**src/rtl/iavs_pkg.sv**
```systemverilog
package iavs_pkg;
  typedef enum logic [1:0] {
    ACK_IDLE = 2'd0,
    ACK_CALL = 2'd1,
    ACK_GAP  = 2'd2,
    ACK_ADDR = 2'd3
  } ack_state_e;
endpackage

```
**src/rtl/iavs_ack_fsm.sv**
```systemverilog
module iavs_ack_fsm
  import iavs_pkg::*;
#(
  parameter int IDX_W = 3
) (
  input  logic             clk,
  input  logic             rst_n,
  input  logic             ack_n_i,
  input  logic             req_valid_i,
  input  logic [IDX_W-1:0] req_level_i,
  output ack_state_e       state_o,
  output logic [IDX_W-1:0] level_o,
  output logic             enter_call_o,
  output logic             leave_addr_o
);
  ack_state_e state_q, state_d;
  logic       ack_q;
  logic       ack_fall;

  assign ack_fall     = ack_q & ~ack_n_i;
  assign enter_call_o = (state_q == ACK_IDLE) & ack_fall & req_valid_i;
  assign leave_addr_o = (state_q == ACK_ADDR) & ack_n_i;

  always_comb begin
    state_d = state_q;
    unique case (state_q)
      ACK_IDLE: if (enter_call_o) state_d = ACK_CALL;
      ACK_CALL: if (ack_n_i)      state_d = ACK_GAP;
      ACK_GAP:  if (!ack_n_i)     state_d = ACK_ADDR;
      ACK_ADDR: if (ack_n_i)      state_d = ACK_IDLE;
      default:                    state_d = ACK_IDLE;
    endcase
  end

  always_ff @(posedge clk) begin
    if (!rst_n) begin
      state_q <= ACK_IDLE;
      ack_q   <= 1'b1;
      level_o <= '0;
    end else begin
      state_q <= state_d;
      ack_q   <= ack_n_i;
      if (enter_call_o) level_o <= req_level_i;
    end
  end

  assign state_o = state_q;
endmodule

```
**src/rtl/iavs_addr_gen.sv**
```systemverilog
module iavs_addr_gen #(
  parameter int DATA_W = 8,
  parameter int IDX_W  = 3,
  parameter int SH_N   = 2,
  parameter int SH_W   = 3
) (
  input  logic [DATA_W-1:0] base_i,
  input  logic [IDX_W-1:0]  level_i,
  input  logic              step8_i,
  output logic [DATA_W-1:0] addr_o
);
  logic [DATA_W-1:0] narrow, wide;

  for (genvar b = 0; b < DATA_W; b++) begin : g_bit
    if (b >= SH_N && b < SH_N + IDX_W) begin : g_n_lvl
      assign narrow[b] = level_i[b-SH_N];
    end else begin : g_n_base
      assign narrow[b] = base_i[b];
    end
    if (b >= SH_W && b < SH_W + IDX_W) begin : g_w_lvl
      assign wide[b] = level_i[b-SH_W];
    end else begin : g_w_base
      assign wide[b] = base_i[b];
    end
  end

  assign addr_o = step8_i ? wide : narrow;
endmodule

```
**src/rtl/iavs_svc_cmd.sv**
```systemverilog
module iavs_svc_cmd #(
  parameter int N_LEVELS = 8,
  localparam int IDX_W   = $clog2(N_LEVELS)
) (
  input  logic                clk,
  input  logic                rst_n,
  input  logic                enter_call_i,
  input  logic [IDX_W-1:0]    req_level_i,
  input  logic                leave_addr_i,
  input  logic                auto_eoi_i,
  input  logic                eoi_i,
  output logic [N_LEVELS-1:0] isr_set_o,
  output logic [N_LEVELS-1:0] irr_clr_o,
  output logic [N_LEVELS-1:0] isr_clr_o
);
  logic             held_v;
  logic [IDX_W-1:0] held_idx;

  always_ff @(posedge clk) begin
    if (!rst_n) begin
      isr_set_o <= '0;
      irr_clr_o <= '0;
      isr_clr_o <= '0;
      held_v    <= 1'b0;
      held_idx  <= '0;
    end else begin
      isr_set_o <= '0;
      irr_clr_o <= '0;
      isr_clr_o <= '0;
      if (held_v && ((leave_addr_i && auto_eoi_i) || eoi_i)) begin
        isr_clr_o <= N_LEVELS'(1) << held_idx;
        held_v    <= 1'b0;
      end
      if (enter_call_i) begin
        isr_set_o <= N_LEVELS'(1) << req_level_i;
        irr_clr_o <= N_LEVELS'(1) << req_level_i;
        held_v    <= 1'b1;
        held_idx  <= req_level_i;
      end
    end
  end
endmodule

```
**src/rtl/intack_vector_seq.sv**
```systemverilog
module intack_vector_seq
  import iavs_pkg::*;
#(
  parameter int N_LEVELS = 8,
  parameter int DATA_W   = 8,
  parameter logic [7:0] CALL_OP = 8'b11001101,
  localparam int IDX_W   = $clog2(N_LEVELS)
) (
  input  logic                clk,
  input  logic                rst_n,
  input  logic                req_valid_i,
  input  logic [IDX_W-1:0]    req_level_i,
  input  logic [DATA_W-1:0]   base_addr_i,
  input  logic                step8_i,
  input  logic                auto_eoi_i,
  input  logic                eoi_i,
  input  logic                ack_n_i,
  output logic                int_o,
  output logic [DATA_W-1:0]   bus_o,
  output logic                bus_oe_o,
  output logic [N_LEVELS-1:0] isr_set_o,
  output logic [N_LEVELS-1:0] irr_clr_o,
  output logic [N_LEVELS-1:0] isr_clr_o
);
  ack_state_e        state;
  logic [IDX_W-1:0]  level_q;
  logic              enter_call, leave_addr;
  logic [DATA_W-1:0] addr_byte;

  iavs_ack_fsm #(.IDX_W(IDX_W)) u_fsm (
    .clk(clk), .rst_n(rst_n), .ack_n_i(ack_n_i),
    .req_valid_i(req_valid_i), .req_level_i(req_level_i),
    .state_o(state), .level_o(level_q),
    .enter_call_o(enter_call), .leave_addr_o(leave_addr)
  );

  iavs_addr_gen #(.DATA_W(DATA_W), .IDX_W(IDX_W), .SH_N(2), .SH_W(3)) u_addr (
    .base_i(base_addr_i), .level_i(level_q), .step8_i(step8_i),
    .addr_o(addr_byte)
  );

  iavs_svc_cmd #(.N_LEVELS(N_LEVELS)) u_cmd (
    .clk(clk), .rst_n(rst_n), .enter_call_i(enter_call),
    .req_level_i(req_level_i), .leave_addr_i(leave_addr),
    .auto_eoi_i(auto_eoi_i), .eoi_i(eoi_i),
    .isr_set_o(isr_set_o), .irr_clr_o(irr_clr_o), .isr_clr_o(isr_clr_o)
  );

  assign int_o    = req_valid_i & (state == ACK_IDLE);
  assign bus_oe_o = ~ack_n_i & ((state == ACK_CALL) | (state == ACK_ADDR));
  assign bus_o    = !bus_oe_o ? '0 :
                    (state == ACK_CALL) ? DATA_W'(CALL_OP) : addr_byte;
endmodule

```
**config.mk**
```make
export PLATFORM = sky130hd
export DESIGN_NAME = intack_vector_seq
export DESIGN_NICKNAME = d
export VERILOG_FILES = /design/src/rtl/iavs_pkg.sv /design/src/rtl/iavs_ack_fsm.sv /design/src/rtl/iavs_addr_gen.sv /design/src/rtl/iavs_svc_cmd.sv /design/src/rtl/intack_vector_seq.sv
export SDC_FILE = /design/constraint.sdc
export NUM_CORES = 1
export LEC_CHECK = 0
export ABC_AREA = 1
export ABC_CLOCK_PERIOD_IN_PS = 1300
export BUFFER_PORTS_ARGS = -buffer_cell sky130_fd_sc_hd__buf_2
export CAP_MARGIN = 20
export CORE_MARGIN = 3
export CORE_UTILIZATION = 39
export DETAILED_ROUTE_END_ITERATION = 16
export PLACE_DENSITY = 0.8
export SLEW_MARGIN = 25
export SYNTH_ARGS = -nofsm -noshare
export SYNTH_HDL_FRONTEND = slang
export SYNTH_SLANG_ARGS = --single-unit
```
**constraint.sdc**
```tcl
create_clock -name clk -period 1.3 [get_ports clk]
set_input_delay 0.26 -clock clk [delete_from_list [all_inputs] [get_ports clk]]
set_output_delay 0.26 -clock clk [all_outputs]
set_load 0.01 [all_outputs]
```
==> results.md <==
- GR peak layer: met2
- Final Util: 63.4%
- Synth warn: 0
- Most common cell after layout, fill and taps aside: buf_2
- IO buf count: 49
- Hold Fails Final Rpt: 0
- Slowest stage delay, CP: 390 ps
- Reg clk slew, reported paths: 130 ps
- First-pass GRT wire length: 3860 um
- Hold_buf cts: 0
- Yosys top cell by area: dfxtp_1
- TritonCTS clock tree: yes
- Mapped Cells: 129
- Area contributors post-synth: dfxtp_1 (47%), nor2_1 (8.3%), nand2_1 (8.0%)
- Initial antenna violation count: 0
- Area growth from synthesis to layout: 48.4%
- R2R Path Start: u_fsm.state_o[0]
- Dpl hpwl: 1790 um
- Kind of critical path: flop to output pin
- Hold Path Stages: 2
- Max-slew violation count: 0
- Rows: 17
- Worst path cell trace: inv_4 -> ha_4 -> nor2_2 -> nor2_4 -> nand2_2 -> a21oi_2 -> buf_2
- Crit path capture: bus_o[5]
- Fin worst setup slack: -346 ps
- Overall global routing resource usage: 15.3%
- Final GP Congestion: 0.807
- Crit path max fanout: 6
- Seq cells post-synth: 23
- Clock Skew: 2.26 ps
- Pre-CTS setup slack: -117 ps
- Antenna-violating nets left: 0
- Die height: 56.4 um
- PD cells: 1460 nW/um^2
- Mean Syn Cell Area: 7.67 sq um
- Congestion Overflow GR: 0
- Syn_nets: 151
- Vias per cell: 4.52
- TritonRoute pass-1 iters: 4
- Yosys top cell area share: 46.5%
- TNS Setup: -4230 ps
- Post-route cell area: 1470 sq um
- Placed inst area: 1280 sq um
- R2R cell count: 9
- DR DRC count: 0
- CTS Buffer Depth: 2
- Worst slew pin tran: 339 ps
- Clk Latency, worst-skew pair: 310 ps
- RSZ-0062 raised after global routing: yes
- Num CTS Buffers: 3
- Violated checks: negative setup slack
- Critical path launch point type: flop
- Met2 track demand over resource: 30.1%
- Fmax: 608 MHz
- Grt met3 use: 3.22%
- Worst-case vdd ir drop: 0.969 mV
- GR met1 Demand/Resource: 16.1%
- Crit. End Element: output pin
- Hold crit path type: input port to flop
- Area of the core: 2320 sq um
- Status: complete, but fails checks
- Vias in the first global route: 883
- Count of cell types in the netlist: 18
- Post-Synthesis Cell Area: 990 sq um
- RR Endpoint: u_cmd.isr_set_o[0]
- Max-Slew Margin vs Limit: 77.3%
- CP arrival: 1390 ps
- Die W: 56.4 um
- Initial core utilization: 42.7%
- Sequential share of the synthesized area: 46.5%
- Largest net degree at the start of global routing: 14
- H-tree Lvls: 1
- Root buffer cell: clkbuf_4
- # IOs: 52
- Die Footprint: 3180 sq um
- Most frequent cells in the layout: buf_2 (48), dfxtp_1 (21), nand2_1 (18)
- Slowest stage cell, crit path: dfxtp_4
- CP startpoint: u_fsm.state_o[1]
- Drt initial violations: 18
- Max_cap viols: 0
- Minimum clock period: 1650 ps
- Num Clock Sinks: 23
- DR vias: 959
- Worst Path Required: 1040 ps
- Total Routed Length: 2410 um
- Layout Nets: 207
- R2r setup slk: -140 ps
- DR WL/cell: 11.3 um
- Tot Pwr: 2.14 mW
- Leak: 0.773 nW
- Antenna cell count: 0
- Setup-failing EPs final: 23
- Fin crit share: 127%
- Layout cells sized above 1: 52.7%
## state kept, by name, summed over array words and instances, names as in the netlist
name	count
u_cmd.isr_clr_o	8
u_fsm.ack_q	1
u_cmd.isr_set_o	8
u_fsm.level_o	3
u_fsm.state_o	2
u_cmd.held_v	1
## logic make-up (layout without fill, tap and decap cells)
family	after synthesis	in the layout	share of synthesized area (%)
simple gates	61	61	27.4
buf+inv	28	83	13.8
flops	23	23	46.5
compound gates	13	13	7.21
fa+ha+maj	4	4	5.06
## critical path, delay by kind of cell, from the launching register on
kind	cells	cell delay [ps]
adders and majority gates	1	130
and+or+nand+nor	3	280
AOI/OAI and AO/OA	1	100
DFF	1	390
buffers and inverters	2	190
## power breakdown
group | switching [mW] | total [mW] | internal [mW]
sequential | 0.0647 | 0.834 | 0.769
combinational | 0.525 | 0.977 | 0.452
clock | 0.214 | 0.329 | 0.115
total | 0.804 | 2.14 | 1.34
## routing by layer
layer	share of wire [%]	wire length (um)	vias to the layer above
met4	0.71	17	0
li1	-	-	503
met1	39	935	429
met3	5.4	129	2
met2	55	1320	25
met5	0	0	-
## layout make-up
class | count | area [sq um]
multi-input cells | 78 | 524
well taps | 28 | 35.0
inverters | 19 | 76.3
flip-flops and latches | 23 | 468
repair buffers | 60 | 338
clock buffers | 3 | 22.5
fillers | 188 | 850
clock inverters | 1 | 5.00
## stage by stage
step	std cells	hold WS, ps
4_1_cts	210	172
3_5_place_dp	204	486
6_report	212	191
2_1_floorplan	129	337
5_1_grt	212	182
3_3_place_gp	204	460
## cell usage after synthesis
cell and count:
inv_1 18, nor3_1 8, inv_2 1, nand2_2 1, o21ai_0 6, a21boi_2 1, a21oi_1 6, buf_4 8
nand2_1 21, nor2_4 1, dfxtp_1 23, nand3_1 5, nor2_1 22, ha_1 4, nand4_1 1, buf_2 1
nand3_2 1, nand3b_2 1
## how the worst min path moves through the flow
stage              startpoint                 end  slack, ps
5_1_grt        req_level_i[0]  u_cmd.isr_set_o[2]        180
6_report       req_level_i[1]  u_cmd.isr_set_o[1]        190
2_1_floorplan  req_level_i[1]  u_cmd.isr_set_o[0]        340
3_5_place_dp     u_cmd.held_v        u_cmd.held_v        490
4_1_cts        req_level_i[1]  u_cmd.isr_set_o[0]        170
3_3_place_gp     u_cmd.held_v        u_cmd.held_v        460
## repair_timing
| item | in CTS | in global routing |
|---|---|---|
| endpoints found under the hold margin | 0 | 0 |
| endpoints found under the setup margin | 24 | 27 |
| buffers inserted | 3 | 2 |
| cloned | 0 | 0 |
| pin swaps | 5 | 5 |
| resized for setup | 23 | 11 |
No activity file was read; power rests on OpenSTA's default activity.
